[src/rtl/mdm_pkg.sv]
package mdm_pkg;

  typedef enum logic {
    MODE_ASYNC = 1'b0,
    MODE_SYNC  = 1'b1
  } chan_mode_e;

  // Receiver allowed when enabled and not blocked by a high carrier level
  function automatic logic rx_gate(input logic en, input logic auto_on,
                                   input logic dcd_level);
    return en & ~(auto_on & dcd_level);
  endfunction

  // True when the sync pin is read as an input and reported
  function automatic logic sync_is_input(input chan_mode_e mode,
                                         input logic ext_sync,
                                         input logic xtal);
    if (xtal) return 1'b0;
    if (mode == MODE_ASYNC) return 1'b1;
    return ext_sync;
  endfunction

  // True when the chip drives the sync pin
  function automatic logic sync_is_output(input chan_mode_e mode,
                                          input logic ext_sync,
                                          input logic xtal);
    return (mode == MODE_SYNC) & ~ext_sync & ~xtal;
  endfunction

endpackage

[src/rtl/mdm_sync2.sv]
module mdm_sync2 #(
  parameter int WIDTH  = 2,
  parameter int STAGES = 2,
  parameter logic [WIDTH-1:0] RST_VAL = '1
) (
  input  logic             clk,
  input  logic             rst_n,
  input  logic [WIDTH-1:0] d_i,
  output logic [WIDTH-1:0] q_o
);

  localparam int LAST = STAGES - 1;

  generate
    for (genvar b = 0; b < WIDTH; b++) begin : g_bit
      logic [LAST:0] chain_q;
      always_ff @(posedge clk or negedge rst_n) begin
        if (!rst_n) chain_q <= {STAGES{RST_VAL[b]}};
        else        chain_q <= {chain_q[LAST-1:0], d_i[b]};
      end
      assign q_o[b] = chain_q[LAST];
    end
  endgenerate

endmodule

[src/rtl/mdm_sync_pin_ctl.sv]
module mdm_sync_pin_ctl
  import mdm_pkg::*;
(
  input  logic       clk,
  input  logic       rst_n,
  input  chan_mode_e mode_i,
  input  logic       ext_sync_i,
  input  logic       xtal_i,
  input  logic       sync_lvl_i,
  output logic       sync_stat_o,
  output logic       sync_oe_o
);

  logic pin_read;
  assign pin_read    = sync_is_input(mode_i, ext_sync_i, xtal_i);
  assign sync_stat_o = pin_read & sync_lvl_i;
  assign sync_oe_o   = sync_is_output(mode_i, ext_sync_i, xtal_i);


  xtal_forces_zero_chk: assert property (@(posedge clk) disable iff (!rst_n)
    xtal_i |-> !sync_stat_o);


  async_no_drive_chk: assert property (@(posedge clk) disable iff (!rst_n)
    (mode_i == MODE_ASYNC || xtal_i) |-> !sync_oe_o);

endmodule

[src/rtl/mdm_dtr_drv.sv]
module mdm_dtr_drv (
  input  logic clk,
  input  logic rst_n,
  input  logic dtr_bit_i,
  input  logic req_sel_i,
  input  logic dma_req_i,
  output logic pin_n_o
);

  logic level_d;
  assign level_d = req_sel_i ? dma_req_i : dtr_bit_i;

  always_ff @(posedge clk or negedge rst_n) begin
    if (!rst_n) pin_n_o <= 1'b1;
    else        pin_n_o <= ~level_d;
  end


  dma_pin_chk: assert property (@(posedge clk) disable iff (!rst_n)
    req_sel_i |=> (pin_n_o == !$past(dma_req_i)));

endmodule

[src/rtl/mdm_rx_gate.sv]
module mdm_rx_gate
  import mdm_pkg::*;
(
  input  logic clk,
  input  logic rst_n,
  input  logic rx_en_i,
  input  logic auto_i,
  input  logic dcd_lvl_i,
  output logic rx_eff_o
);

  assign rx_eff_o = rx_gate(rx_en_i, auto_i, dcd_lvl_i);


  rx_off_chk: assert property (@(posedge clk) disable iff (!rst_n)
    !rx_en_i |-> !rx_eff_o);


  carrier_block_chk: assert property (@(posedge clk) disable iff (!rst_n)
    (auto_i && dcd_lvl_i) |-> !rx_eff_o);

endmodule

[src/rtl/rx_modem_ctl.sv]
module rx_modem_ctl
  import mdm_pkg::*;
#(
  parameter int SYNC_STAGES = 2
) (
  input  logic clk,
  input  logic rst_n,
  input  logic sync_pin_i,
  input  logic dcd_pin_i,
  input  logic chan_mode_i,
  input  logic ext_sync_en,
  input  logic xtal_en,
  input  logic dtr_bit,
  input  logic req_sel,
  input  logic dma_req,
  input  logic auto_en,
  input  logic rx_en,
  output logic sync_stat,
  output logic dcd_stat,
  output logic sync_pin_oe,
  output logic dtr_req_n,
  output logic rx_en_eff
);

  localparam int NPINS   = 2;
  localparam int IDX_SYN = 0;
  localparam int IDX_DCD = 1;

  logic [NPINS-1:0] pins_raw, pins_lvl;
  chan_mode_e       mode;

  assign pins_raw[IDX_SYN] = sync_pin_i;
  assign pins_raw[IDX_DCD] = dcd_pin_i;
  assign mode = chan_mode_e'(chan_mode_i);

  mdm_sync2 #(.WIDTH(NPINS), .STAGES(SYNC_STAGES), .RST_VAL('1)) u_sync (
    .clk(clk), .rst_n(rst_n), .d_i(pins_raw), .q_o(pins_lvl)
  );

  mdm_sync_pin_ctl u_syncpin (
    .clk(clk), .rst_n(rst_n), .mode_i(mode), .ext_sync_i(ext_sync_en),
    .xtal_i(xtal_en), .sync_lvl_i(pins_lvl[IDX_SYN]),
    .sync_stat_o(sync_stat), .sync_oe_o(sync_pin_oe)
  );

  mdm_dtr_drv u_dtr (
    .clk(clk), .rst_n(rst_n), .dtr_bit_i(dtr_bit), .req_sel_i(req_sel),
    .dma_req_i(dma_req), .pin_n_o(dtr_req_n)
  );

  mdm_rx_gate u_gate (
    .clk(clk), .rst_n(rst_n), .rx_en_i(rx_en), .auto_i(auto_en),
    .dcd_lvl_i(pins_lvl[IDX_DCD]), .rx_eff_o(rx_en_eff)
  );

  assign dcd_stat = pins_lvl[IDX_DCD];


  no_auto_pass_chk: assert property (@(posedge clk) disable iff (!rst_n)
    !auto_en |-> (rx_en_eff == rx_en));

endmodule

[config.mk]
export PLATFORM = sky130hd
export DESIGN_NAME = rx_modem_ctl
export DESIGN_NICKNAME = d
export VERILOG_FILES = /design/src/rtl/mdm_pkg.sv /design/src/rtl/mdm_sync2.sv /design/src/rtl/mdm_sync_pin_ctl.sv /design/src/rtl/mdm_dtr_drv.sv /design/src/rtl/mdm_rx_gate.sv /design/src/rtl/rx_modem_ctl.sv
export SDC_FILE = /design/constraint.sdc
export NUM_CORES = 1
export LEC_CHECK = 0
export ABC_AREA = 1
export BUFFER_PORTS_ARGS = -buffer_cell sky130_fd_sc_hd__buf_2
export CAP_MARGIN = 20
export CORE_AREA = 2 2 39 41
export CTS_BUF_LIST = sky130_fd_sc_hd__clkbuf_8
export DETAILED_ROUTE_END_ITERATION = 10
export DIE_AREA = 0 0 41 43
export GPL_ROUTABILITY_DRIVEN = 0
export PLACE_DENSITY = 0.37
export SETUP_SLACK_MARGIN = 0.3
export SYNTH_ARGS = -nofsm -noshare
export SYNTH_HDL_FRONTEND = slang
export SYNTH_SLANG_ARGS = --single-unit
[constraint.sdc]
create_clock -name clk -period 1.34 [get_ports clk]
set_input_delay 0.268 -clock clk [delete_from_list [all_inputs] [get_ports clk]]
set_output_delay 0.268 -clock clk [all_outputs]
set_load 0.1 [all_outputs]
==> run_results.csv, run 1 <==
group,metric,value,unit
floorplan,pin_count,17,
clocking,cts_tree,"yes",
drt,viasPerCell,3.52,
clocking,clk_pin_slew_worst_paths,0.03,ns
clocking,cts_buffers,3,
finish,fillers,146,
power,p_sw_frac,0.277,
critical_path,crit_start,"u_sync.g_bit[1].chain_q[1]$_DFF_PN1_",
clocking,post-cts-setup-buffers,0,
yosys,synth_cell_types,6,
job,cap_violations,0,
clocking,cts_buffer_depth,2,
timing,clock.fmax,748,MHz
timing,fin_ws,0.00267,ns
clocking,clk_latency,0.22,ns
clocking,cts.htree.levels,1,
critical_path,timing.rr.start,"u_sync.g_bit[1].chain_q[0]$_DFF_PN1_",
critical_path,arrival,1.07,ns
global_routing,globalRouteOverflowTotal,0,
power,power_frac_comb,0.250,
power,intPower,0.423,mW
power,p_leak,0.230,nW
critical_path,worstPathRequired,1.07,ns
power,p_sw,0.162,mW
drt,route.vias.total,190,
drt,final_antenna_net_count,0,
global_routing,grtUsageTotal,0.0607,
drt,drtIter0Drc,1,
drt,wl,410,µm
finish,drive_gt1_frac,0.737,
timing,rsz0062_at_grt,"yes",
yosys,ys_top_cells_by_area,"dfstp_2, inv_1, nand2_1",
timing,period_needed,1.34,ns
finish,fin_cells,54,
yosys,yosysWarningCount,0,
finish,diodes,0,
critical_path,start_kind,"register",
finish,fin_nets,51,
power,clkPwrFrac,0.451,
global_routing,grt_pass1_vias,201,
yosys,syn_nets,30,
global_routing,grt_first_pass_wirelength,669,µm
power,vdd_ir_drop_max,0.458,mV
timing,timing.hold.ws,0.0483,ns
drt,firstDrtPassIters,3,
finish,multi_input_area,67.6,µm²
timing,setup_violations,0,
timing,slew_viol_final,0,
placed_design,io_buffers,16,
placed_design,placed_cells,50,
critical_path,criticalPathCategory,"register to output port",
placed_design,pre_cts_ws,0.222,ns
power,p_total,0.585,mW
timing,slew_headroom,0.870,
worst_hold_path,hold_path_class,"input port to asynchronous set/reset pin",
clocking,postCtsHoldBufs,0,
yosys,synth_area,190,µm²
drt,wl_per_cell,7.59,µm
critical_path,ff2ff_setup_slack,0.78,ns
timing,hold_viol_final,0,
timing,clock_skew,0.000282,ns
drt,drc,0,
floorplan,dieHeight,43,µm
floorplan,core-area,0.00138,mm²
floorplan,dieArea,0.00176,mm²
finish,register_area,139,µm²
floorplan,die_x,41,µm
yosys,yosys.area.top_type_share,0.691,
critical_path,timing.critical_path.to,"rx_en_eff",
yosys,syn_inst,18,
placed_design,post-dp-hpwl,361,µm
clocking,root_buffer,"clkbuf_8",
critical_path,r2r_end,"u_sync.g_bit[1].chain_q[1]$_DFF_PN1_",
timing,period_share,0.998,
timing,max_slew.worst_pin.slew,0.194,ns
critical_path,critical_path.max_fanout,2,
outcome,outcome,"completed",
floorplan,num_rows,14,
yosys,synth_seq_cells,5,
yosys,avgSynthCellArea,10.6,µm²
floorplan,initial_core_util,0.137,
global_routing,antenna_found_initial,0,
global_routing,grt_max_degree,6,
finish,area_delta_synth_final,143,%
power,sequentialPowerShare,0.299,
critical_path,rr_worst_depth,0,
critical_path,setup.worst_path.end_class,"output port",
yosys,ys_seq_area_frac,0.691,
power,power.density,1270,mW/mm²
clocking,clock_sinks,5,
yosys,yosysTopAreaCell,"dfstp_2",
registers in the layout, indices dropped and copies added, names as in the netlist:
name                  count
u_sync.g_bit.chain_q      4
u_dtr.pin_n_o             1
worst min-delay path by stage:
stage               slack (ns)                              endpoint  depth (start not counted)
floorplan                 0.12  u_sync.g_bit[0].chain_q[0]$_DFF_PN1_                          0
global route              0.05  u_sync.g_bit[1].chain_q[0]$_DFF_PN1_                          1
finish                    0.05  u_sync.g_bit[0].chain_q[1]$_DFF_PN1_                          1
CTS                       0.05  u_sync.g_bit[0].chain_q[1]$_DFF_PN1_                          1
detailed placement        0.28  u_sync.g_bit[0].chain_q[1]$_DFF_PN1_                          1
global placement          0.27  u_sync.g_bit[0].chain_q[1]$_DFF_PN1_                          1
cells in the mapped netlist:
cell / count
a21boi_0: 1
nor2_1: 2
nor3_2: 1
inv_1: 5
dfstp_2: 5
nand2_1: 4
final cells by class:
type,count,share of cell area
timing repair buffer,16,0.371
sequential,5,0.301
multi-input combinational,8,0.146
clock buffer,3,0.0894
tap,16,0.0434
inverter,5,0.0407
clock inverter,1,0.00813
cells by family after synthesis:
| kind of cell | count (synthesis) | share of synthesized area |
|---|---|---|
| AND/OR/NAND/NOR | 7 | 0.171 |
| flip-flops | 5 | 0.691 |
| buffers and inverters | 5 | 0.0987 |
| AO/OA/AOI/OAI | 1 | 0.0395 |
metal layers:
layer / global-route usage / up-vias / share of wire
li1: - / 90 / -
met1: 0.0526 / 84 / 0.30
met2: 0.0875 / 16 / 0.49
met3: 0.0366 / 0 / 0.20
met4: 0.0600 / 0 / 0
met5: 0 / - / 0
placed cells by master, fill, tap and decap left out:
| master | Yosys | final |
|---|---|---|
| buf_2 | 0 | 9 |
| inv_1 | 5 | 6 |
| buf_12 | 0 | 5 |
| nand2_1 | 4 | 3 |
| clkbuf_8 | 0 | 3 |
| dfstp_2 | 5 | 3 |
| dfstp_4 | 0 | 2 |
| nor3_4 | 0 | 1 |
| nand2_2 | 0 | 1 |
| nor2_1 | 2 | 1 |
| nor2_4 | 0 | 1 |
| a21boi_4 | 0 | 1 |
| buf_6 | 0 | 1 |
| buf_8 | 0 | 1 |
power by group through the flow:
stage          registers (mW)  clock network (mW)  logic [mW]
2_1_floorplan           0.204                   0      0.0518
3_3_place_gp            0.176                   0       0.140
3_5_place_dp            0.177                   0       0.142
4_1_cts                 0.175               0.274       0.148
5_1_grt                 0.176               0.293       0.153
6_report                0.175               0.264       0.146
metrics by stage:
step                TNS (ns)   util  instance area [µm²]
global route         -0.0622  0.334                  462
detailed placement         0  0.289                  400
floorplan             -0.100      -                  225
global placement           0  0.289                  400
finish                     0  0.334                  462
CTS                 -0.00661  0.334                  462
worst max-delay path, stage by stage, from the launching register on:
cell,delay [ns]
dfstp_4,0.63
a21boi_4,0.06
buf_12,0.16
what timing repair did:
| item | in CTS | in global routing |
|---|---|---|
| gates cloned | 0 | 0 |
| gates resized for setup | 5 | 0 |
| pin swaps | 2 | 0 |
| endpoints found under the setup margin | 5 | 5 |
Note: power is estimated with default switching activity, not from simulation.
==> inputs of run 2 (changes only) <==
Settings changed: MAX_ROUTING_LAYER set to met4, PLACE_DENSITY 0.37 to 0.38, SYNTH_HIERARCHICAL set to 1.
==> run 2 against run 1 <==
Non-clock buffer count did not move. Synthesized area increased by 11%. Clock power is essentially flat. Sequential share of layout area decreased by 1.2 points. Critical path type unchanged. Largest cell class unchanged.
==> run_results.csv, run 2 <==
group,metric,value,unit
outcome,outcome,"completed",
yosys,synth_xor_area_frac,0,
drt,drtIter0Drc,0,
clocking,cts_tree,"yes",
placed_design,io_buffers,16,
critical_path,crit_slowest_cell,"dfstp_2",
finish,reg_top3,"u_sync/g_bit.chain_q: 4 flops, u_dtr/pin_n_o: 1 flops",
floorplan,dieArea,0.00176,mm²
floorplan,initial_core_util,0.152,
yosys,yosysMostFrequentCell,"inv_1",
yosys,synthFlopType,"dfstp_2",
floorplan,die_x,41,µm
floorplan,dieHeight,43,µm
global_routing,grtUsageTotal,0.0683,
finish,diodes,0,
job,cap_violations,0,
finish,final_area,468,µm²
finish,fillers,137,
drt,wl,436,µm
yosys,synth_fa_ha_area_frac,0,
yosys,synth_edf_count,0,
drt,drc,0,
power,p_total,0.588,mW
floorplan,pin_count,17,
clocking,clk_pin_slew_worst_paths,0.03,ns
clocking,cts_buffers,3,
yosys,synthSimpleGateAreaFrac,0.155,
global_routing,grt_first_pass_wirelength,696,µm
yosys,yosys.area.top_type_share,0.625,
finish,fin_nets,52,
power,vdd_ir_drop_max,0.490,mV
drt,wl_per_cell,7.93,µm
placed_design,dpl_cell_area,403,µm²
global_routing,grt_max_degree,6,
drt,route.vias.total,201,
finish,largest-register,"u_sync/g_bit.chain_q",
power,p_leak,0.236,nW
drt,viasPerCell,3.65,
global_routing,grt_pass1_vias,216,
timing,period_share,0.995,
finish,multi_input_area,70.1,µm²
worst_hold_path,hold_path_class,"input port to asynchronous set/reset pin",
critical_path,critPathMaxStageDelay,0.53,ns
clocking,cts_buffer_depth,2,
finish,area_delta_synth_final,123,%
critical_path,criticalPathCategory,"register to output port",
timing,max_slew.worst_pin.slew,0.198,ns
floorplan,num_rows,14,
finish,drive_gt1_frac,0.718,
finish,largest_reg_flops,4,
timing,period_needed,1.33,ns
yosys,syn_nets,33,
yosys,syn_inst,21,
timing,slew_viol_final,0,
timing,hold_viol_final,0,
timing,setup_violations,0,
global_routing,globalRouteOverflowTotal,0,
timing,clock_skew,0.000325,ns
critical_path,arrival,1.07,ns
critical_path,setup.worst_path.end_class,"output port",
critical_path,cp_cell_sequence,"nand2_4 -> nor2_4 -> buf_12",
clocking,cts.htree.levels,1,
yosys,synth_top_family_by_area,"buffers and inverters",
clocking,clk_latency,0.22,ns
finish,layout_common_cells,"buf_2, inv_1, buf_12, dfstp_2",
drt,firstDrtPassIters,1,
clocking,root_buffer,"clkbuf_8",
yosys,yosys-mux-area-fraction,0,
yosys,synthTopCellsByCount,"inv_1, dfstp_2, nand2_1",
yosys,yosysWarningCount,6,
clocking,clock_sinks,5,
finish,fin_util,0.338,
timing,clock.fmax,750,MHz
power,power.density,1260,mW/mm²
yosys,async_reset_ff_frac,1.00,
global_routing,antenna_found_initial,0,
yosys,synth_compound_area_frac,0.0417,
yosys,synth_cell_types,7,
yosys,yosysTopAreaCell,"dfstp_2",
drt,final_antenna_net_count,0,
timing,timing.hold.ws,0.0409,ns
timing,rsz0062_at_grt,"yes",
timing,slew_headroom,0.867,
yosys,synth_area,210,µm²
yosys,ys_top_cells_by_area,"dfstp_2, inv_1, buf_4",
yosys,synth_seq_cells,5,
finish,register_area,135,µm²
yosys,avgSynthCellArea,10.0,µm²
critical_path,critical_path.max_fanout,1,
placed_design,post-dp-hpwl,386,µm
critical_path,worstPathRequired,1.07,ns
finish,final_common_cell,"buf_2",
yosys,ys_seq_area_frac,0.625,
critical_path,start_kind,"register",
floorplan,core-area,0.00138,mm²
-- run 2: cell count changes after synthesis, sizes merged --
cell    before  now
a21oi        0    1
a21boi       1    0
inv          5    6
buf          0    2
-- run 2: logic make-up after synthesis --
kind of cell           count (synthesis)
and+or+nand+nor                        7
DFF                                    5
AOI/OAI and AO/OA                      1
buffers and inverters                  8
-- run 2: area by class of cell --
class,instances,share of cell area
sequential,5,0.289
inverter,6,0.0481
tap,16,0.0428
clock inverter,1,0.00802
multi-input combinational,8,0.150
timing repair buffer,16,0.374
clock buffer,3,0.0882
-- run 2: per-stage QoR --
step	TNS, ns	cells	worst slack, ns
detailed placement	0	51	0.219
global route	-0.0314	55	-0.0314
finish	0	55	0.00660
floorplan	-0.0467	21	-0.0249
global placement	0	51	0.232
CTS	-0.00714	55	-0.00714
-- run 2: power by group --
group / total, mW / leakage [nW] / internal (mW) / switching (mW)
logic: 0.148 / 0.156 / 0.0583 / 0.0896
registers: 0.175 / 0.0531 / 0.169 / 0.00667
clock network: 0.265 / 0.0269 / 0.196 / 0.0692
-- run 2: worst max-delay path, delay by kind of cell, from the launching register on --
family | cells | cell delay (ns)
AND/OR/NAND/NOR | 2 | 0.14
buffers and inverters | 1 | 0.18
flip-flops | 1 | 0.53
-- run 2: timing repair --
action | CTS | global route
buffers inserted | 0 | 0
setup endpoints to repair | 5 | 5
pin swaps | 2 | 1
hold buffers | 0 | 0
gates resized for setup | 4 | 1
-- run 2: worst paths after layout --
| path | startpoint | end | slack (ns) | cells after the start |
|---|---|---|---|---|
| worst max register to register | u_sync/g_bit[1].chain_q[0]$_DFF_PN1_ | u_sync/g_bit[1].chain_q[1]$_DFF_PN1_ | 0.77 | 0 |
| worst max-delay path | u_sync/g_bit[0].chain_q[1]$_DFF_PN1_ | sync_stat | 0.007 | 3 |
| max in group asynchronous | rst_n | u_sync/g_bit[1].chain_q[1]$_DFF_PN1_ | 1.28 | 1 |
| worst min register to register | u_sync/g_bit[0].chain_q[0]$_DFF_PN1_ | u_sync/g_bit[0].chain_q[1]$_DFF_PN1_ | 0.36 | 0 |
| worst min-delay path | rst_n | u_sync/g_bit[0].chain_q[0]$_DFF_PN1_ | 0.04 | 1 |
| min in group clk | sync_pin_i | u_sync/g_bit[0].chain_q[0]$_DFF_PN1_ | 0.15 | 1 |
-- run 2: metal layers --
metal,up-vias,track usage,wire length (µm)
met3,0,0.0366,59
met5,-,-,0
li1,94,-,-
met1,94,0.0426,119
met4,0,0.0800,0
met2,13,0.106,257
